`config.mk`:
```
export PLATFORM = sky130hd
export DESIGN_NAME = lrx_top
export DESIGN_NICKNAME = d
export VERILOG_FILES = /design/src/rtl/lrx_pkg.sv /design/src/rtl/lrx_crc_chk.sv /design/src/rtl/lrx_classify.sv /design/src/rtl/lrx_recover.sv /design/src/rtl/lrx_top.sv
export SDC_FILE = /design/constraint.sdc
export NUM_CORES = 1
export LEC_CHECK = 0
export CAP_MARGIN = 40
export CORE_AREA = 2 2 108 110
export DETAILED_ROUTE_END_ITERATION = 7
export DIE_AREA = 0 0 110 112
export HOLD_SLACK_MARGIN = 0.15
export PLACE_DENSITY = 0.81
export SYNTH_ARGS = -nofsm -noshare
export SYNTH_HDL_FRONTEND = slang
export SYNTH_SLANG_ARGS = --single-unit
```
`constraint.sdc`:
```
create_clock -name clk -period 8.4 [get_ports clk]
set_clock_uncertainty 0.15 [all_clocks]
set_input_delay 1.68 -clock clk [delete_from_list [all_inputs] [get_ports clk]]
set_output_delay 1.68 -clock clk [all_outputs]
set_load 0.01 [all_outputs]
```
`src/rtl/lrx_pkg.sv`:
```
package lrx_pkg;
  typedef enum logic {
    LRX_RUN  = 1'b0,
    LRX_HOLD = 1'b1
  } lrx_state_e;

  localparam int LRX_PAY_W  = 72;
  localparam int LRX_CRC_W  = 6;
  localparam int LRX_OP_W   = 8;
endpackage

```
`src/rtl/lrx_crc_chk.sv`:
```
module lrx_crc_chk #(
  parameter int              DATA_W = 74,
  parameter int              CRC_W  = 6,
  parameter logic [CRC_W-1:0] POLY  = 6'h03,
  parameter logic [CRC_W-1:0] SEED  = 6'h3F
) (
  input  logic [DATA_W-1:0] data,
  input  logic [CRC_W-1:0]  crc_rx,
  output logic              crc_ok
);
  logic [CRC_W-1:0] reg_c;
  logic             fb;

  // serial LFSR, MSB first, unrolled
  always_comb begin
    reg_c = SEED;
    fb    = 1'b0;
    for (int i = DATA_W - 1; i >= 0; i--) begin
      fb    = data[i] ^ reg_c[CRC_W-1];
      reg_c = {reg_c[CRC_W-2:0], 1'b0};
      if (fb) reg_c = reg_c ^ POLY;
    end
    crc_ok = (reg_c == crc_rx);
  end
endmodule

```
`src/rtl/lrx_classify.sv`:
```
module lrx_classify #(
  parameter int            OP_W      = 8,
  parameter logic [OP_W-1:0] OP_REPLAY = 8'h02
) (
  input  logic            ctl,
  input  logic [OP_W-1:0] opcode,
  output logic            is_data,
  output logic            is_replay
);
  assign is_data   = ~ctl;
  assign is_replay = ctl & (opcode == OP_REPLAY);
endmodule

```
`src/rtl/lrx_recover.sv`:
```
module lrx_recover
  import lrx_pkg::*;
(
  input  logic clk,
  input  logic rst,
  input  logic valid,
  input  logic crc_ok,
  input  logic is_data,
  input  logic is_replay,
  output logic do_post,
  output logic do_ack,
  output logic do_peer
);
  lrx_state_e state_q, state_d;
  logic good, running;

  assign good    = valid & crc_ok;
  assign running = (state_q == LRX_RUN);
  assign do_post = good & running & is_data;
  assign do_ack  = good & running & ~is_replay;
  assign do_peer = good & (running | is_replay);

  always_comb begin
    state_d = state_q;
    if (valid && !crc_ok)      state_d = LRX_HOLD;
    else if (good && is_replay) state_d = LRX_RUN;
  end

  always_ff @(posedge clk) begin
    if (rst) state_q <= LRX_RUN;
    else     state_q <= state_d;
  end

  assert_freeze_on_error_R4: assert property (@(posedge clk) disable iff (rst)
    (valid && !crc_ok) |=> (state_q == LRX_HOLD));

  assert_replay_resumes_R6: assert property (@(posedge clk) disable iff (rst)
    (state_q == LRX_HOLD && valid && crc_ok && is_replay) |=> (state_q == LRX_RUN));

  assert_stay_frozen_R7: assert property (@(posedge clk) disable iff (rst)
    (state_q == LRX_HOLD && !(valid && crc_ok && is_replay)) |=> (state_q == LRX_HOLD));

  assert_idle_holds_state_R11: assert property (@(posedge clk) disable iff (rst)
    !valid |=> $stable(state_q));
endmodule

```
`src/rtl/lrx_top.sv`:
```
module lrx_top #(
  parameter int PAY_W = lrx_pkg::LRX_PAY_W,
  parameter int CRC_W = lrx_pkg::LRX_CRC_W,
  parameter int OP_W  = lrx_pkg::LRX_OP_W,
  parameter logic [CRC_W-1:0] CRC_POLY  = 6'h03,
  parameter logic [CRC_W-1:0] CRC_SEED  = 6'h3F,
  parameter logic [OP_W-1:0]  OP_REPLAY = 8'h02,
  localparam int FRAME_W = PAY_W + 2 + CRC_W,
  localparam int CHK_W   = PAY_W + 2,
  localparam int CTL_BIT = CRC_W + 1,
  localparam int ACK_BIT = CRC_W
) (
  input  logic               clk,
  input  logic               rst,
  input  logic               in_valid,
  input  logic [FRAME_W-1:0] in_frame,
  output logic               post_valid,
  output logic [PAY_W-1:0]   post_data,
  output logic               ack_pulse,
  output logic               peer_ack_pulse
);
  logic crc_ok, is_data, is_replay;
  logic do_post, do_ack, do_peer;

  lrx_crc_chk #(.DATA_W(CHK_W), .CRC_W(CRC_W), .POLY(CRC_POLY), .SEED(CRC_SEED)) u_crc (
    .data   (in_frame[FRAME_W-1:CRC_W]),
    .crc_rx (in_frame[CRC_W-1:0]),
    .crc_ok (crc_ok)
  );

  lrx_classify #(.OP_W(OP_W), .OP_REPLAY(OP_REPLAY)) u_cls (
    .ctl       (in_frame[CTL_BIT]),
    .opcode    (in_frame[FRAME_W-1 -: OP_W]),
    .is_data   (is_data),
    .is_replay (is_replay)
  );

  lrx_recover u_rec (
    .clk       (clk),
    .rst       (rst),
    .valid     (in_valid),
    .crc_ok    (crc_ok),
    .is_data   (is_data),
    .is_replay (is_replay),
    .do_post   (do_post),
    .do_ack    (do_ack),
    .do_peer   (do_peer)
  );

  always_ff @(posedge clk) begin
    if (rst) begin
      post_valid     <= 1'b0;
      post_data      <= '0;
      ack_pulse      <= 1'b0;
      peer_ack_pulse <= 1'b0;
    end else begin
      post_valid     <= do_post;
      ack_pulse      <= do_ack;
      peer_ack_pulse <= do_peer & in_frame[ACK_BIT];
      if (do_post) post_data <= in_frame[FRAME_W-1:FRAME_W-PAY_W];
    end
  end

  assert_post_is_acked_R3: assert property (@(posedge clk) disable iff (rst)
    post_valid |-> ack_pulse);

  assert_bad_crc_silent_R4: assert property (@(posedge clk) disable iff (rst)
    (in_valid && !crc_ok) |=> (!post_valid && !ack_pulse && !peer_ack_pulse));

  assert_post_needs_frame_R11: assert property (@(posedge clk) disable iff (rst)
    post_valid |-> $past(in_valid));

  assert_replay_not_acked_R6: assert property (@(posedge clk) disable iff (rst)
    (in_valid && is_replay) |=> (!ack_pulse && !post_valid));
endmodule

```
After elaboration in Yosys (flattened, before gate mapping)
Cells that the tools add are included.

Bitwise gates (word level): 157. Reduce and logical (&&, ||, !) cells: 4. Mux-type cells: 76. Equality and inequality tests: 2.

Operators with widths (count): $mux W2 (74); $not A2 Y2 (73); $xor A1 B1 Y1 (69); $eq A8 B2 Y1 const B (1); $and A1 B1 Y1 (7); $eq A6 B6 Y1 (1); $xor A1 B1 Y1 const B (4); $not A1 Y1 (3); $logic_and A1 B1 Y1 (2); $mux W1 (2); $reduce_bool A2 Y1 (1); $logic_not A1 Y1 (1); $or A1 B1 Y1 (1).

Word-level logic and storage cells: 244. Register bits: 76.

Longest topological paths before layout
Gate-level depths: netlist of run 1.

Depth after elaboration: 152. Gate-level depth with buffers: 16.

Modules after synthesis
From an unflattened synthesis of run 1, not the netlist that was laid out.

Cells, all modules: 405. Area total of the unflattened synthesis: 4506.8 sq um.

By module, submodules not included: lrx_top (area each 2706.3 sq um, times used 1, cells each 239); lrx_crc_chk (area each 1702.9 sq um, times used 1, cells each 153); lrx_recover (area each 70.1 sq um, times used 1, cells each 9); lrx_classify (area each 27.5 sq um, times used 1, cells each 4).

Worst setup path after synthesis of run 1
OpenSTA, ideal clock, no wires.

Path type: input-to-reg. Start: input in_frame[78]. End: register post_data[14]. Setup slack: 2360 ps. Library setup time: 132 ps. Arrival: 5758 ps. Data required time: 8118 ps. Cell stages on the path: 16. Cells stage by stage: inv_1 > ha_1 > xor3_2 > xnor3_2 > xnor3_2 > xor3_1 > xnor3_2 > xnor3_2 > xor2_2 > xnor2_1 > or4b_4 > and4_4 > buf_6 > buf_12 > o21ai_2 > a21oi_1.

Longest elaborated chain between the ends: 54. Elaborated cells on any way between the ends: 196.

RTL lines: from (decl) (line lrx_top.sv:16) `input logic [FRAME_W-1:0] in_frame,`; $xor A1 B1 Y1 (*) (line lrx_crc_chk.sv:19) `fb = data[i] ^ reg_c[CRC_W-1];`; $mux W2 (*) (line lrx_crc_chk.sv:21) `if (fb) reg_c = reg_c ^ POLY;`; $not A2 Y2 (no source line) / $xor A1 B1 Y1 (equally long branches); $mux W2 (line lrx_crc_chk.sv:21); $xor A1 B1 Y1 / $not A2 Y2 (equally long branches); $mux W2 (line lrx_crc_chk.sv:21); $not A2 Y2 (no source line) / $xor A1 B1 Y1 (equally long branches); $mux W2 (line lrx_crc_chk.sv:21); [37 not listed]; $mux W2 (line lrx_crc_chk.sv:21); $not A2 Y2 (no source line) / $xor A1 B1 Y1 (equally long branches); $mux W2 (line lrx_crc_chk.sv:21); $xor A1 B1 Y1 / $not A2 Y2 (equally long branches); $mux W2 (line lrx_crc_chk.sv:21); $eq A6 B6 Y1 (*) (line lrx_crc_chk.sv:23) `crc_ok = (reg_c == crc_rx);`; $and A1 B1 Y1 (*) (line lrx_recover.sv:17) `assign good = valid & crc_ok;`; $and A1 B1 Y1 (*) (2 in a row) (line lrx_recover.sv:19) `assign do_post = good & running & is_data;`; to (signal assigned) (line lrx_top.sv:60) `if (do_post) post_data <= in_frame[FRAME_W-1:FRAME_W-PAY_W];`; to (decl) (line lrx_top.sv:18) `output logic [PAY_W-1:0] post_data,`.

Mark *: on every way between the ends. The rest lies on a longest branch, timed or not. A chain may end at the register's enable or synchronous reset.

Worst setup path after layout of run 1
Start: input in_frame[79]. End: register post_data[21].

Longest elaborated chain between the ends: 55. Elaborated cells on any way between the ends: 198.

RTL lines (line): $mux W2 (*) (lrx_crc_chk.sv:21); $not A2 Y2 (no source line); $mux W2 (lrx_crc_chk.sv:21); $xor A1 B1 Y1 (lrx_crc_chk.sv:19); $mux W2 (lrx_crc_chk.sv:21); $not A2 Y2 (no source line); $mux W2 (lrx_crc_chk.sv:21); $xor A1 B1 Y1 (lrx_crc_chk.sv:19); [38 not listed]; $mux W2 (lrx_crc_chk.sv:21); $xor A1 B1 Y1 (lrx_crc_chk.sv:19); $mux W2 (lrx_crc_chk.sv:21); $not A2 Y2 (no source line); $mux W2 (lrx_crc_chk.sv:21); $eq A6 B6 Y1 (*) (lrx_crc_chk.sv:23); $and A1 B1 Y1 (*) (lrx_recover.sv:17); $and A1 B1 Y1 (*) (2 in a row) (lrx_recover.sv:19).

Marks and branches as above.

==> results of run 1 <==
-- state kept, by name, summed over array words and instances (netlist names) --
| signal | count |
|---|---|
| u_rec.state_q | 1 |
| post_data | 72 |
| ack_pulse | 1 |
| peer_ack_pulse | 1 |
| post_valid | 1 |
-- layout make-up --
| cell class | count | area [um^2] |
|---|---|---|
| fillers | 884 | 3910 |
| multi-input cells | 401 | 3570 |
| repair buffers | 162 | 1662 |
| flip-flops and latches | 76 | 1521 |
| clock buffers | 9 | 225.2 |
| well taps | 143 | 178.9 |
| clock inverters | 6 | 88.84 |
| inverters | 5 | 18.77 |
-- Yosys cell counts, drive strengths merged, types with 2 or more instances --
master | instances | area share [%]
o21ai | 73 | 8.7
nand3 | 72 | 6.6
nand4 | 4 | 0.58
buf | 32 | 5.7
dfxtp | 76 | 28
a21oi | 73 | 6.7
xnor2 | 76 | 14
nand2 | 6 | 0.42
nand4b | 2 | 0.32
inv | 5 | 0.35
xor3 | 7 | 3.1
xnor3 | 40 | 17
nor3 | 4 | 0.46
clkbuf | 8 | 0.55
xor2 | 29 | 5.1
ha | 2 | 0.46
nor4 | 2 | 0.23
-- critical path, cell delays in order --
cell and delay (ns):
clkdlybuf4s50_1 0.62, inv_1 0.08, ha_1 0.30, xnor3_1 0.32, xnor3_1 0.29, xor3_1 0.41, xnor3_1 0.40, xnor2_1 0.47
xnor3_2 0.50, xnor2_1 0.21, nor4_1 0.40, mux2i_1 0.27, a21boi_4 0.78, buf_12 0.28, nand3_1 0.10, a21oi_1 0.18
-- logic make-up after synthesis --
family	after synthesis
buffers and inverters	45
muxes	2
DFF	76
adders and majority gates	2
AOI/OAI and AO/OA	149
xor gates and xnor gates	152
and+or+nand+nor	96
-- worst paths after layout --
path                                       to  slack, ns  cells after the start
worst min-delay path            post_data[27]       0.31                      2
worst max-delay path            post_data[21]       1.19                     16
worst min register to register  post_data[27]       0.31                      2
worst max register to register  post_data[21]       6.13                      5
-- through the flow --
step	setup WS (ns)	area, um^2	std cells	utilization [%]
2_1_floorplan	2.360	5420	522	-
3_3_place_gp	1.166	6903	785	61.77
3_5_place_dp	1.046	6950	787	62.20
4_1_cts	1.208	7264	802	65.01
5_1_grt	0.9336	7264	802	65.01
6_report	1.190	7264	802	65.01
-- routing by layer --
metal,share of wire (%),up-vias,wire length [um]
met2,50,183,7212
li1,-,2110,-
met4,1.9,0,271
met3,7.5,20,1081
met1,41,2062,5894
met5,0,-,0
==> impl_results.md, run 1 <==
* Worst-Skew Late Latency at 0.33 ns
* Synth Area in Adders at 0.4617%
* Detailed placement HPWL at 10.77 mm
* Sequential share of the synthesized area at 28.07%
* Post-layout nets at 740
* M2 GR Usage at between 30% and 40%
* Largest net degree at the start of global routing at 76
* Worst-path clk slew at 0.06 ns
* Syn avg cell area at around 10 um^2
* Most common cell after layout, fill and taps aside: clkdlybuf4s50_1
* GR Util met1 at a little under a third
* Slew headroom at 39.72%
* Compound-Gate Fraction of Synth Area at 15.95%
* Min-delay worst type: register to register
* Port bufs at roughly 160
* Post-CTS setup buffers at 0
* YS warnings at 0
* Clock Sinks at 76
* Unrepaired setup endpoints after global routing: no
* First-pass GRT wire length at 22.62 mm
* CTS Buf Count at 9
* Number of diodes at 0
* Hold buffers post-CTS at 0
* Setup TNS at 0 ns
* Mapped cell area at 5420 um^2
* DRT iter0 DRCs at 262
* Layout overhead on the synthesized area at 34.03%
* GRT Residual Overflow at 0
* Least-Margin Pin Slew at 0.9020 ns
* I/O pin count at 158
* Post-CTS sizing at 0
* First-pass DRT Iterations at 5
* Share of post-route cells with drive strength above 1 at roughly an eighth
* Clock Path Buffers at 2
* Initial antenna violation count at 0
* Worst reg2reg path startpoint: u_rec.state_q
* WP data required at around 8.5 ns
* GR Util All Layers at 23.74%
* Synth Instances at 522
* Final ANT Viol Nets at 0
* Final setup viols at 0
* Final Hold Vio Count at 0
* Multiplexer share of the synthesized area at less than 1%
* Chip height at between 100 and 150 um
* Met3 global-route usage at 5.913%
* Die footprint at 12320 um^2
* Pins Over Slew Limit at 0
* Largest family of logic cells by synthesized area: XOR/XNOR gates
* CP max FO at 38
* Number of synthesized flops with an enable pin at 0
* Hold slack final at 0.3071 ns
* Post-Synth XOR/XNOR Area at 38.78%
* Placeable Area at 11170 um^2
* Mapped Nets at roughly 610
* Post-synth ARST share at 0%
* Routed length per instance at 18.03 um
* #FFs+latches synth at between 70 and 80
* Crit Path Class: primary input to register
* Fin crit share at 85.83%
* Commonest cells after routing, fill and taps aside: clkdlybuf4s50_1, dfxtp_1, a21oi_1
* Ys flop type: dfxtp_1
* Tmin final at 7.210 ns
* Nature of the critical path endpoint: register
* Vias per inst at 5.455
* Post-synthesis simple-gate area fraction at approximately a tenth
* Gr busiest metal: met2
* Starting Density at approximately half
* CTS tree: yes
* Worst Setup Start Kind: primary input
* Worst hold start: post_data[27]
* Root Driver: clkbuf_16
* Die width at 110 um
* Status: complete, no violations
* Gpl congestion at 0.8779
* CP arrival at between 7 and 8 ns
* CP Launch Point: in_frame[79]
* Remaining DRCs at 0
* Site row count at 39
* Via count of the first global-routing pass at roughly 4300
* WL final at 14.46 mm
* Max-cap check violation count at 0
* Post-synthesis cell type count at 40
* FMAX at 0.1387 GHz
* H-tree level count at 3
* Vias at 4375
Power of run 1 is left out: the tool's default activity adds up to more than one toggle a clock period on the data nets, which glitch-free logic cannot reach.
==> inputs of run 2 (changes only) <==
ABC_AREA = 1   (was unset)
CORE_AREA = 2 2 115 117   (was 2 2 108 110)
DIE_AREA = 0 0 117 119   (was 0 0 110 112)
PLACE_DENSITY = 0.79   (was 0.81)
==> run 2 against run 1 <==
Synthesized cell count up 110%. Non-clock buffer count is 1 higher. Via count increased by 66%. Synthesized area grew 14%. Flip-flop and latch count stayed put. Die area grew 13%. First-iteration DRC count grew 68%. The flow now finishes with violations (DRC). Sequential share of layout area fell by 2.3 points.
==> impl_results.md, run 2 <==
* CP arrival at 7.51 ns (+0.20 ns)
* Most common cell after layout, fill and taps aside: nand2_1
* Largest net degree at the start of global routing at 73 (-3.9%)
* #FFs+latches synth at 76 (unchanged)
* Worst reg2reg path startpoint: u_rec.state_q
* First-pass DRT Iterations at 7 (+2)
* Design area at 8154 um^2 (+12%)
* Root Driver: clkbuf_16
* Pwr Total at 2.562 mW
* Worst R2R Path Depth at 5 (unchanged)
* WP buf/inv at 5 (+2)
* Mapped cell area at 6203 um^2 (+14%)
* Hold path depth at 2 (unchanged)
* Largest register FFs at 72 (unchanged)
* Sequential power share at 16.5%
* Placeable Area at 12870 um^2 (+15%)
* Die width at 117 um (+6.4%)
* Final ANT Viol Nets at 0 (unchanged)
* Gpl congestion at 0.9810 (+12%)
* Worst-Skew Late Latency at 0.35 ns (+0.02 ns)
* Post-synth ARST share at 0% (unchanged)
* I/O pin count at 158 (unchanged)
* Chip height at 119 um (+6.3%)
* Worst Setup Start Kind: primary input
* GR Util All Layers at 26.16% (+2.4 points)
* Sequential share of the synthesized area at 24.53% (-3.5 points)
* Tmin final at 7.368 ns (+0.1585 ns)
* Family with the most delay on the worst path: simple AND/OR/NAND/NOR gates
* YS warnings at 0 (unchanged)
* Synth area leader: dfxtp_1
* Routed length per instance at 12.68 um (-30%)
* Crit path largest cell delay at 0.52 ns (-0.26 ns)
* P per Cell Area at 314.2 nW/um^2
* Port bufs at 157 (unchanged)
* Final setup viols at 0 (unchanged)
* FMAX at 0.1357 GHz (-2.2%)
* WP data required at 8.54 ns (+0.04 ns)
* Max-cap check violation count at 0 (unchanged)
* Slew headroom at 46.36% (+6.6 points)
* Crit-path most repeated cell: nand2_1
* Area after DPL at 7836 um^2 (+13%)
* CP max FO at 38 (unchanged)
* Post-CTS sizing at 0 (unchanged)
* Detailed placement HPWL at 13.72 mm (+27%)
* CP Launch Point: in_frame[76]
* Vias per inst at 5.117 (-6.2%)
* Min-delay worst type: register to register
* H-tree level count at 3 (unchanged)
* CTS Buf Count at 9 (unchanged)
* Starting Density at 48.18% (-0.32 points)
* Clock Path Buffers at 2 (unchanged)
* Share of post-route cells with drive strength above 1 at 10.20% (-1.5 points)
* Worst-path clk slew at 0.06 ns (about the same)
* Most common cell in the netlist: nand2_1
* Number of diodes at 0 (unchanged)
* Unrepaired setup endpoints after global routing: no
* Mapped Nets at 1187 (+96%)
* Vias at 7271 (+66%)
* VDD IR max at 0.0001448 V
* Die footprint at 13920 um^2 (+13%)
* Status: complete, but fails checks
* Sw frac at 51.02%
* Pins Over Slew Limit at 0 (unchanged)
* Synth top area cells: dfxtp_1, nand2_1, nand3_1, nor2_1, nand4_1
* NetSw at 1.307 mW
* Combinational power share at 67.2%
* Crit Path Class: primary input to register
* Share of total power in the clock network at 16.3%
* R2R setup slack at 6.66 ns (+0.53 ns)
* Initial antenna violation count at 0 (unchanged)
* Via count of the first global-routing pass at 6720 (+55%)
* Leakage at 4.098 nW
* DRT iter0 DRCs at 440 (+68%)
* GRT Residual Overflow at 0 (unchanged)
* Core Util, Final at 63.33% (-1.7 points)
* Least-Margin Pin Slew at 0.8046 ns (-0.09736 ns)
* Clock Sinks at 76 (unchanged)
* First-pass GRT wire length at 29.60 mm (+31%)
* Top cells by count, synth: nand2_1, nand3_1, nor2_1
* Number of synthesized flops with an enable pin at 0 (unchanged)
* Nature of the critical path endpoint: register
* Post-layout nets at 1325 (+79%)
* CTS tree: yes
* Internal at 1.255 mW
* Post-CTS setup buffers at 0 (unchanged)
* Remaining DRCs at 1 (+1)
* Hold buffers post-CTS at 0 (unchanged)
* Failing checks: DRC
* Fin crit share at 87.72% (+1.9 points)
* Site row count at 42 (+7.7%)
* Worst path depth at 49 (+33)
* Ys flop type: dfxtp_1
* Setup TNS at 0 ns (unchanged)
* Final Hold Vio Count at 0 (unchanged)
* Commonest cells after routing, fill and taps aside: nand2_1, nand3_1, clkdlybuf4s50_1
* Post-synthesis cell type count at 25 (-38%)
* Worst hold start: u_rec.state_q
* WL final at 18.02 mm (+25%)
* Yosys top cell area share at 24.53% (-3.5 points)
* Syn avg cell area at 5.629 um^2 (-46%)
* Critical path's slowest cell: clkdlybuf4s50_1
* Reg with most FFs: post_data
* Synth Instances at 1102 (+110%)
* Layout overhead on the synthesized area at 31.44%
run 2: cell count changes after synthesis, moves of 29 or more:
cell,before,now
nand4_1,3,75
inv_2,0,31
a21oi_1,73,2
nand2_1,6,390
nor2_1,1,147
xnor3_1,33,0
inv_1,5,101
xnor2_1,68,1
nand2_2,0,55
nand3_1,72,158
o21ai_2,29,0
o21ai_1,43,0
run 2: power groups by stage:
stage	Clock (mW)	Sequential, mW	Combinational [mW]
3_5_place_dp	0	0.431	1.70
2_1_floorplan	0	0.448	1.32
5_1_grt	0.439	0.428	1.97
4_1_cts	0.424	0.424	1.71
3_3_place_gp	0	0.431	1.66
6_report	0.418	0.423	1.72
run 2: kinds of logic (layout without fill, tap and decap cells):
family | count (synthesis) | after routing | synth area share [%]
xor+xnor | 2 | 2 | 0.4035
buf+inv | 168 | 311 | 11.88
fa+ha+maj | 2 | 2 | 0.4033
flops | 76 | 76 | 24.53
compound gates | 2 | 2 | 0.1614
simple gates | 852 | 852 | 62.63
run 2: per-layer routing:
| metal | vias to the layer above | GRT usage (%) | part of all wire, % |
|---|---|---|---|
| li1 | 3784 | - | - |
| met1 | 3212 | 31.60 | 43 |
| met2 | 244 | 44.80 | 48 |
| met3 | 31 | 4.835 | 6.5 |
| met4 | 0 | 11.25 | 2.3 |
| met5 | - | 0 | 0 |
run 2: stage by stage:
| stage | hold slack [ns] | setup WS (ns) | std cells |
|---|---|---|---|
| final | 0.3276 | 1.032 | 1421 |
| after global routing | 0.3526 | 0.2437 | 1421 |
| after CTS | 0.3265 | 1.054 | 1421 |
| after detailed placement | 0.3179 | 0.7285 | 1405 |
| after global placement | 0.3138 | 0.9291 | 1404 |
| after floorplan | 0.2951 | 2.301 | 1102 |
run 2: worst paths after layout:
kind / to
worst max-delay path: post_data[40]
worst min-delay path: u_rec.state_q
worst max register to register: post_data[32]
worst min register to register: u_rec.state_q
run 2: final cells by class:
| type | instances | area, um^2 |
|---|---|---|
| multi-input combinational | 858 | 3945 |
| clock inverter | 6 | 88.84 |
| clock buffer | 10 | 229.0 |
| sequential | 76 | 1521 |
| fill | 1285 | 4721 |
| timing repair buffer | 163 | 1654 |
| tap | 176 | 220.2 |
| inverter | 132 | 495.5 |
run 2: worst min-delay path, cell delays in order, from the launching register on:
cell     delay (ns)
dfxtp_1        0.32
nand2_1        0.06
a21oi_1        0.05
No activity file was read; power rests on OpenSTA's default activity.
==> inputs of run 3 (changes only) <==
HOLD_SLACK_MARGIN = unset   (was 0.15)
==> results of run 3 <==
No change in the layout: final DEF, timing and power equal those of run 2.
